==> src/rtl/cs_dec_pkg.sv <==
package cs_dec_pkg;

  localparam int CS_FRAMES   = 192;
  localparam int CS_CRC_W    = 8;
  localparam int CS_FLAG_W   = 5;

  // header fields that feed the decode (byte 0 bits 0..4, all of byte 1)
  localparam int CS_B0_BASE  = 0;
  localparam int CS_B0_W     = 5;
  localparam int CS_B1_BASE  = 8;
  localparam int CS_B1_W     = 8;

  localparam logic [CS_CRC_W-1:0] CS_CRC_POLY = 8'h1D;
  localparam logic [CS_CRC_W-1:0] CS_CRC_INIT = 8'hFF;

  // flag positions
  localparam int FLG_DATA = 0;
  localparam int FLG_LO   = 1;
  localparam int FLG_HI   = 2;
  localparam int FLG_GEN  = 3;
  localparam int FLG_CAT  = 4;

  typedef struct packed {
    logic                 consumer;
    logic [CS_FLAG_W-1:0] flags;
  } cs_status_t;

  localparam cs_status_t CS_STATUS_RST = '{consumer: 1'b1, flags: 5'b01110};

endpackage

==> src/rtl/cs_frame_counter.sv <==
module cs_frame_counter #(
  parameter int FRAMES = 192,
  localparam int IDX_W = $clog2(FRAMES + 2)
) (
  input  logic             clk,
  input  logic             rst_n,
  input  logic             frame_valid,
  input  logic             frame_first,
  output logic [IDX_W-1:0] bit_idx,
  output logic             commit
);

  localparam logic [IDX_W-1:0] FULL = IDX_W'(FRAMES);
  localparam logic [IDX_W-1:0] OVER = IDX_W'(FRAMES + 1);

  logic [IDX_W-1:0] cnt_q, cnt_d;

  // index of the bit presented this cycle; flagged frame restarts at zero
  assign bit_idx = frame_first ? '0 : cnt_q;
  assign commit  = frame_valid & frame_first & (cnt_q == FULL);

  always_comb begin
    cnt_d = cnt_q;
    if (frame_valid) begin
      if (frame_first)       cnt_d = IDX_W'(1);
      else if (cnt_q != OVER) cnt_d = cnt_q + IDX_W'(1);
    end
  end

  always_ff @(posedge clk or negedge rst_n) begin
    if (!rst_n) cnt_q <= '0;
    else        cnt_q <= cnt_d;
  end

endmodule

==> src/rtl/cs_bit_window.sv <==
module cs_bit_window #(
  parameter int IDX_W = 8,
  parameter int BASE  = 0,
  parameter int W     = 8
) (
  input  logic             clk,
  input  logic             rst_n,
  input  logic             frame_valid,
  input  logic [IDX_W-1:0] bit_idx,
  input  logic             cs_bit,
  output logic [W-1:0]     win
);

  for (genvar i = 0; i < W; i++) begin : g_bit
    logic hit;
    assign hit = frame_valid & (bit_idx == IDX_W'(BASE + i));

    always_ff @(posedge clk or negedge rst_n) begin
      if (!rst_n)   win[i] <= 1'b0;
      else if (hit) win[i] <= cs_bit;
    end
  end

endmodule

==> src/rtl/cs_crc_serial.sv <==
module cs_crc_serial #(
  parameter int                 FRAMES = 192,
  parameter int                 CRC_W  = 8,
  parameter logic [CRC_W-1:0]   POLY   = 8'h1D,
  parameter logic [CRC_W-1:0]   INIT   = 8'hFF,
  localparam int                IDX_W  = $clog2(FRAMES + 2),
  localparam int                DATA_N = FRAMES - CRC_W
) (
  input  logic             clk,
  input  logic             rst_n,
  input  logic             frame_valid,
  input  logic             frame_first,
  input  logic [IDX_W-1:0] bit_idx,
  input  logic             cs_bit,
  output logic [CRC_W-1:0] crc_val
);

  logic [CRC_W-1:0] crc_q, crc_d, base;
  logic             fb, in_data;

  assign in_data = bit_idx < IDX_W'(DATA_N);
  assign base    = frame_first ? INIT : crc_q;
  assign fb      = base[CRC_W-1] ^ cs_bit;

  always_comb begin
    crc_d = crc_q;
    if (frame_valid && in_data)
      crc_d = {base[CRC_W-2:0], 1'b0} ^ (fb ? POLY : '0);
  end

  always_ff @(posedge clk or negedge rst_n) begin
    if (!rst_n) crc_q <= INIT;
    else        crc_q <= crc_d;
  end

  assign crc_val = crc_q;

endmodule

==> src/rtl/cs_field_decode.sv <==
module cs_field_decode
  import cs_dec_pkg::*;
(
  input  logic [CS_B0_W-1:0] b0,
  input  logic [CS_B1_W-1:0] b1,
  input  logic               crc_ok,
  output cs_status_t         status
);

  logic [6:0] cat;
  logic       gen, rev, ign;
  logic [1:0] emph;

  assign cat = b1[6:0];
  assign gen = b1[7];

  // code written bit 0 first: 001xxxx, 0111xxx, 100xxxx
  assign rev = (cat[2:0] == 3'b100) | (cat[3:0] == 4'b1110) | (cat[2:0] == 3'b001);
  assign ign = (cat == 7'b0000000) | (cat == 7'b0000110);

  always_comb begin
    unique case (b0[4:2])
      3'b000:  emph = 2'b11;
      3'b001:  emph = 2'b10;
      3'b011:  emph = 2'b01;
      3'b111:  emph = 2'b00;
      default: emph = 2'b11;
    endcase
  end

  always_comb begin
    status.consumer       = ~b0[0];
    status.flags[FLG_DATA] = b0[1];
    if (~b0[0]) begin
      status.flags[FLG_LO]  = ~b0[2];
      status.flags[FLG_HI]  = ~b0[3];
      status.flags[FLG_GEN] = rev ? gen : ~gen;
      status.flags[FLG_CAT] = ~ign;
    end else begin
      status.flags[FLG_HI]  = emph[1];
      status.flags[FLG_LO]  = emph[0];
      status.flags[FLG_GEN] = ~b1[1];
      status.flags[FLG_CAT] = crc_ok;
    end
  end

endmodule

==> src/rtl/cs_block_decoder.sv <==
module cs_block_decoder
  import cs_dec_pkg::*;
#(
  parameter int               FRAMES    = CS_FRAMES,
  parameter int               CRC_W     = CS_CRC_W,
  parameter logic [CRC_W-1:0] CRC_POLY  = CS_CRC_POLY,
  parameter logic [CRC_W-1:0] CRC_INIT  = CS_CRC_INIT
) (
  input  logic                 clk,
  input  logic                 rst_n,
  input  logic                 frame_valid,
  input  logic                 frame_first,
  input  logic                 cs_bit,
  output logic                 consumer_mode,
  output logic [CS_FLAG_W-1:0] status_flags,
  output logic                 block_strobe
);

  localparam int IDX_W = $clog2(FRAMES + 2);

  logic [IDX_W-1:0]   bit_idx;
  logic               commit;
  logic [CS_B0_W-1:0] b0;
  logic [CS_B1_W-1:0] b1;
  logic [CRC_W-1:0]   crc_rx, crc_calc;
  logic               crc_ok;
  cs_status_t         dec, stat_q, stat_d;
  logic               stb_q, stb_d;

  cs_frame_counter #(.FRAMES(FRAMES)) u_cnt (
    .clk(clk), .rst_n(rst_n), .frame_valid(frame_valid), .frame_first(frame_first),
    .bit_idx(bit_idx), .commit(commit)
  );

  cs_bit_window #(.IDX_W(IDX_W), .BASE(CS_B0_BASE), .W(CS_B0_W)) u_b0 (
    .clk(clk), .rst_n(rst_n), .frame_valid(frame_valid), .bit_idx(bit_idx),
    .cs_bit(cs_bit), .win(b0)
  );

  cs_bit_window #(.IDX_W(IDX_W), .BASE(CS_B1_BASE), .W(CS_B1_W)) u_b1 (
    .clk(clk), .rst_n(rst_n), .frame_valid(frame_valid), .bit_idx(bit_idx),
    .cs_bit(cs_bit), .win(b1)
  );

  cs_bit_window #(.IDX_W(IDX_W), .BASE(FRAMES - CRC_W), .W(CRC_W)) u_rx (
    .clk(clk), .rst_n(rst_n), .frame_valid(frame_valid), .bit_idx(bit_idx),
    .cs_bit(cs_bit), .win(crc_rx)
  );

  cs_crc_serial #(.FRAMES(FRAMES), .CRC_W(CRC_W), .POLY(CRC_POLY), .INIT(CRC_INIT)) u_crc (
    .clk(clk), .rst_n(rst_n), .frame_valid(frame_valid), .frame_first(frame_first),
    .bit_idx(bit_idx), .cs_bit(cs_bit), .crc_val(crc_calc)
  );

  assign crc_ok = (crc_calc == crc_rx);

  cs_field_decode u_dec (
    .b0(b0), .b1(b1), .crc_ok(crc_ok), .status(dec)
  );

  always_comb begin
    stat_d = stat_q;
    if (commit) stat_d = dec;
    stb_d = commit;
  end

  always_ff @(posedge clk or negedge rst_n) begin
    if (!rst_n) begin
      stat_q <= CS_STATUS_RST;
      stb_q  <= 1'b0;
    end else begin
      stat_q <= stat_d;
      stb_q  <= stb_d;
    end
  end

  assign consumer_mode = stat_q.consumer;
  assign status_flags  = stat_q.flags;
  assign block_strobe  = stb_q;

endmodule

==> config.mk <==
export PLATFORM = sky130hd
export DESIGN_NAME = cs_block_decoder
export DESIGN_NICKNAME = d
export VERILOG_FILES = /design/src/rtl/cs_dec_pkg.sv /design/src/rtl/cs_frame_counter.sv /design/src/rtl/cs_bit_window.sv /design/src/rtl/cs_crc_serial.sv /design/src/rtl/cs_field_decode.sv /design/src/rtl/cs_block_decoder.sv
export SDC_FILE = /design/constraint.sdc
export NUM_CORES = 1
export LEC_CHECK = 0
export BUFFER_PORTS_ARGS = -buffer_cell sky130_fd_sc_hd__buf_4
export CELL_PAD_IN_SITES_DETAIL_PLACEMENT = 0
export CELL_PAD_IN_SITES_GLOBAL_PLACEMENT = 2
export CORE_MARGIN = 1
export CORE_UTILIZATION = 30
export CTS_CLUSTER_SIZE = 28
export DETAILED_ROUTE_END_ITERATION = 8
export PLACE_DENSITY = 0.62
export SLEW_MARGIN = 10
export SYNTH_ARGS = -nofsm -noshare
export SYNTH_HDL_FRONTEND = slang
export SYNTH_SLANG_ARGS = --single-unit
==> constraint.sdc <==
create_clock -name clk -period 2.5 [get_ports clk]
set_clock_uncertainty 0.1 [all_clocks]
set_input_delay 0.375 -clock clk [delete_from_list [all_inputs] [get_ports clk]]
set_output_delay 0.375 -clock clk [all_outputs]
set_load 0.005 [all_outputs]
== Word level (Yosys, flattened, before mapping) ==
Cells that the tools add are included.

* Flip-flop bits (word level): 44
* Latch bits: 0
* Bits in writable memories: 0
* Memory bits (read-only): 0
* Input bits: 5
* Output and inout bits: 7
* Logic and storage cells: 105
* Memories kept: 0

* $add $sub $neg: 1
* Multiply operators: 0
* Divide/modulo/power cells: 0
* Order comparisons: 1
* Equality and inequality tests: 30
* Shift-type cells: 0
* Multiplexer cells: 8
* Bitwise logic cells: 34
* Reductions and logical operators: 5

{| class="wikitable"
|+ Operator list
! cell !! count
|-
| == test 8 bit, second input constant || 9
|-
| == test 8 x 4 -> 1 bit, second input constant || 8
|-
| two-way mux 8 bit || 4
|-
| AND 1 bit || 23
|-
| == test 8 x 2 -> 1 bit, second input constant || 2
|-
| adder 8 x 1 -> 8 bit, second input constant || 1
|-
| == test 8 x 1 -> 1 bit, second input constant || 1
|-
| == test 8 x 3 -> 1 bit, second input constant || 1
|-
| == test 8 bit || 1
|-
| zero test 8 bit || 1
|-
| < comparator 8 bit, second input constant || 1
|-
| != test 8 bit, second input constant || 1
|-
| XOR 8 bit || 1
|-
| == test 7 x 3 -> 1 bit, second input constant || 1
|-
| zero test 7 bit || 1
|-
| == test 3 x 1 -> 1 bit, second input constant || 2
|-
| == test 3 bit, second input constant || 2
|-
| inverter 1 bit || 6
|-
| case mux 2 bit (3 select lines) || 1
|-
| two-way mux 5 bit || 1
|-
| == test 4 bit, second input constant || 1
|-
| two-way mux 4 bit || 1
|-
| == test 3 x 2 -> 1 bit, second input constant || 1
|-
| OR 1 bit || 3
|-
| 5 further kinds || 5
|}

== Depth between registers and ports, before layout ==
* Depth in word-level cells: 5
* Mapped depth: 7
* Gate-level depth less buffers: 6

== Cells and area by module ==
Synthesis repeated with hierarchy kept, for this count alone.

* Cells, all modules: 234
* Area total of the unflattened synthesis: 2567.5 µm²

{| class="wikitable"
|+ By module, submodules not included
! module !! times used !! cells each !! area each (µm²) !! seq. area each (µm²)
|-
| cs_frame_counter || 1 || 60 || 560.5 || 200.2
|-
| cs_crc_serial || 1 || 51 || 486.7 || 210.2
|-
| cs_bit_window (u_rx) || 1 || 32 || 394.1 || 200.2
|-
| cs_bit_window (u_b1) || 1 || 31 || 384.1 || 200.2
|-
| cs_block_decoder || 1 || 25 || 367.9 || 180.2
|-
| cs_bit_window (u_b0) || 1 || 19 || 255.2 || 125.1
|-
| cs_field_decode || 1 || 16 || 118.9 || 0.0
|}

== Worst setup path before layout ==
No wires, ideal clock.

* Path type: register to register
* Start: reg u_cnt.cnt_q[5]
* End: reg u_b1.win[7]
* Setup time: 125 ps
* Data arrival time: 1559 ps
* Required time: 2275 ps
* Path slack: 715 ps
* Cell stages (with the launch flop): 6
* Buffers on the path: 1
* Clock period less this slack: 1785 ps
* Path through: dfrtp_1 > buf_6 > or3_4 > nor4_4 > nand2_1 > mux2_4

* Word-level cells in the longest chain between the ends: 3

{| class="wikitable"
|+ Ends and longest elaborated chain
! element !! RTL line !! source
|-
| start: declaration || cs_frame_counter.sv:16 || <nowiki>logic [IDX_W-1:0] cnt_q, cnt_d;</nowiki>
|-
| start signal: assignment || cs_frame_counter.sv:32 || <nowiki>else cnt_q <= cnt_d;</nowiki>
|-
| two-way mux 8 bit || cs_frame_counter.sv:19 || <nowiki>assign bit_idx = frame_first ? '0 : cnt_q;</nowiki>
|-
| == test 8 x 4 -> 1 bit || cs_bit_window.sv:16 || <nowiki>assign hit = frame_valid & (bit_idx == IDX_W'(BASE + i));</nowiki>
|-
| AND 1 bit || cs_bit_window.sv:16 ||
|-
| end signal: indexed assignment || cs_bit_window.sv:20 || <nowiki>else if (hit) win[i] <= cs_bit;</nowiki>
|-
| end: declaration || cs_bit_window.sv:11 || <nowiki>output logic [W-1:0] win</nowiki>
|}

Every way passes these cells.
A chain may end at the register's enable or synchronous reset.

== Worst setup path after layout ==
* Start: reg u_cnt.cnt_q[0]
* End: reg stat_q, in the netlist status_flags[0]

* Word-level cells in the longest chain between the ends: 2

{| class="wikitable"
|+ Ends and longest elaborated chain
! element !! RTL line !! source
|-
| == test 8 bit || cs_frame_counter.sv:20 || <nowiki>assign commit = frame_valid & frame_first & (cnt_q == FULL);</nowiki>
|-
| AND 1 bit || cs_frame_counter.sv:20 ||
|-
| end signal: assignment || cs_block_decoder.sv:72 || <nowiki>stat_q <= stat_d;</nowiki>
|-
| end: declaration || cs_block_decoder.sv:27 || <nowiki>cs_status_t dec, stat_q, stat_d;</nowiki>
|}

Every way passes these cells.

==> results.yml <==
outcome:
  run_status: "finished, final reports clean"
timing:
  relSlewSlack: 0.598
  fmax_ghz: 0.486
  setup_viol: 0
  drv_slew: 0
  worst_hold_slack_ns: 0.286
  finalCritPeriodShare: 0.824
  hold_viol: 0
  tightest_slew_ns: 0.601
  grt_setup_unrepaired: "false"
  fin_crit_ns: 2.06
  setup_tns_ns: 0
setup_path:
  crit_fanout: 10
  rr_worst_depth: 5
  path_class: "flip-flop to flip-flop"
  worstSetupStartpointType: "flip-flop"
  path_depth: 5
  rrSetupSlack_ns: 0.44
  slowest_stage: "dfrtp_1"
  r2r-end: "status_flags[0]"
  cp-end-kind: "flip-flop"
  r2r-start: "u_cnt.cnt_q[0]"
  cp.arrival_ns: 2.15
  path_buf_inv: 1
  cp-endpoint: "status_flags[0]"
  cp.required_ns: 2.59
  max_stage_delay_ns: 0.56
  critPathTopFamily: "flip-flops"
  path_cells: "inv_1 -> ha_1 -> and3_1 -> nand4_1 -> mux2_2"
  critPathLaunch: "u_cnt.cnt_q[0]"
global_route:
  grt-ovfl-total: 0
  antenna_found_initial: 0
  grt_pass1_wl_um: 9090
  grt_max_degree: 45
  grt_usage: 0.140
  first_global_vias: 1701
layout:
  drive_above_1_share: 0.223
  layout_commonest_cell: "dfrtp_1"
  syn2layout_area_growth_pct: 11.0
  antenna_cells: 0
  fin_util: 0.344
  final_cell_mix: "dfrtp_1, nand2_1, nor2_1, mux2_2, buf_4"
  n_fill_cell: 823
  final_nets: 249
clock_tree:
  clkTransAtPathRegs_ns: 0.09
  clockBufferDepth: 2
  cts_setup_buffers: 0
  numCtsBuffers: 5
  cts_sinks: 44
  insertion_delay_ns: 0.30
  cts_root_buf: "clkbuf_8"
  cts_tree: "built"
  htreeDepth: 2
synthesis:
  ys_types: 45
  netlist_area_um2: 2380
  syn_nets: 241
  synth_cells: 233
  ys_async_sr_fraction: 1.00
  ys.warnings.count: 0
  ys.flop_type: "dfrtp_1"
  ys_seq_elements: 44
  synth_edf_count: 0
  syn_avg_cell_area_um2: 10.2
  synth.yosys.seq_area_share: 0.469
drt:
  routedWlPerCell_um: 15.0
  route.detailed.drc: 0
  via_per_inst: 4.85
  vias: 1667
  first_pass_iters: 4
  antenna_left: 0
  routed_wl_um: 5160
  drt_iter0_drc: 60
die:
  dieWidth_um: 91.1
  core-area_um2: 7690
  start_util: 0.310
  placementRows: 32
  die_area_um2: 8300
  ioPinCount: 12
  die_h_um: 91.1
job:
  drv_cap: 0
place:
  portBuffers: 11
  post-dp-hpwl_um: 3530
  finalWeightedCongestion: 0.683
min_path:
  hold_path.class: "input pin to flip-flop"
  worstHoldStart: "frame_valid"
pwr:
  ir_drop_v: 0.000186
  p_leak_nw: 1.12
  power.density_nw_per_um2: 657
==> worst register-to-register path, cell delays in order, from the launching register on <==
cell,delay (ns)
dfrtp_1,0.56
inv_1,0.18
ha_1,0.24
and3_1,0.18
nand4_1,0.31
mux2_2,0.38
==> cells by family (layout without fill, tap and decap cells) <==
group	count (synthesis)	count (layout)	share of synthesized area
xor gates and xnor gates	22	22	0.0809
DFF	44	44	0.469
buffers and inverters	22	31	0.0457
adders and majority gates	3	3	0.0158
muxes	26	26	0.123
and+or+nand+nor	85	85	0.187
AOI/OAI and AO/OA	31	31	0.0788
==> area by class of cell <==
type | instances | area (µm²) | area share
multi-input cells | 167 | 1160 | 0.438
flip-flops and latches | 44 | 1120 | 0.422
well taps | 102 | 128 | 0.0483
repair buffers | 16 | 123 | 0.0464
clock buffers | 7 | 86.3 | 0.0327
inverters | 7 | 26.3 | 0.00994
clock inverters | 1 | 7.51 | 0.00284
==> power by group <==
part	internal, mW	total (mW)	switching, mW
clock network	0.225	0.482	0.257
logic	0.165	0.325	0.160
registers	0.816	0.928	0.113
==> synth_stat cells (all sizes together) (2+ instances only) <==
master | instances | share of area
xnor2 | 12 | 0.044
inv | 7 | 0.011
nor4 | 7 | 0.031
clkbuf | 4 | 0.0063
nor3 | 9 | 0.019
a2bb2oi | 2 | 0.0074
dfrtp | 32 | 0.34
mux2 | 24 | 0.12
nand2 | 27 | 0.043
o21bai | 2 | 0.0063
mux2i | 2 | 0.0084
buf | 11 | 0.028
and2 | 2 | 0.0053
a21oi | 5 | 0.011
nand3 | 5 | 0.011
dfstp | 12 | 0.13
xor2 | 10 | 0.037
nand4 | 6 | 0.016
ha | 3 | 0.016
or3 | 2 | 0.0074
o21ai | 14 | 0.029
nor2 | 20 | 0.032
==> sequential cells by signal, indices dropped and copies added, names as in the netlist <==
name / cells
block_strobe: 1
status_flags: 5
u_crc.crc_val: 8
u_b0.win: 5
u_cnt.cnt_q: 8
consumer_mode: 1
u_rx.win: 8
u_b1.win: 8
==> worst min path at each step <==
stage	depth (start not counted)	to	slack (ns)
finish	2	u_cnt.cnt_q[5]	0.29
global route	2	u_cnt.cnt_q[5]	0.29
CTS	2	u_cnt.cnt_q[5]	0.28
detailed placement	1	u_cnt.cnt_q[0]	0.32
global placement	1	u_cnt.cnt_q[0]	0.32
floorplan	0	block_strobe	-0.02
==> metal layers <==
layer | wire length [µm] | global-route usage | part of all wire | up-vias
li1 | - | - | - | 820
met2 | 2360 | 0.218 | 0.46 | 22
met3 | 140 | 0.0276 | 0.027 | 4
met4 | 62 | 0.0437 | 0.012 | 0
met1 | 2600 | 0.194 | 0.50 | 821
met5 | 0 | 0 | 0 | -
==> timing repair <==
item                      CTS  global route
resized for setup           0             0
hold buffers                1             0
hold endpoints to repair   15             0
==> stage by stage <==
stage | instances | power [mW] | setup WS, ns | cell area [µm²]
2_1_floorplan | 233 | 1.17 | 0.715 | 2380
3_3_place_gp | 335 | 1.28 | 0.386 | 2540
3_5_place_dp | 335 | 1.28 | 0.403 | 2540
4_1_cts | 344 | 1.77 | 0.397 | 2640
5_1_grt | 344 | 1.85 | 0.254 | 2640
6_report | 344 | 1.74 | 0.441 | 2640
Power figures use the tool's default switching activity.
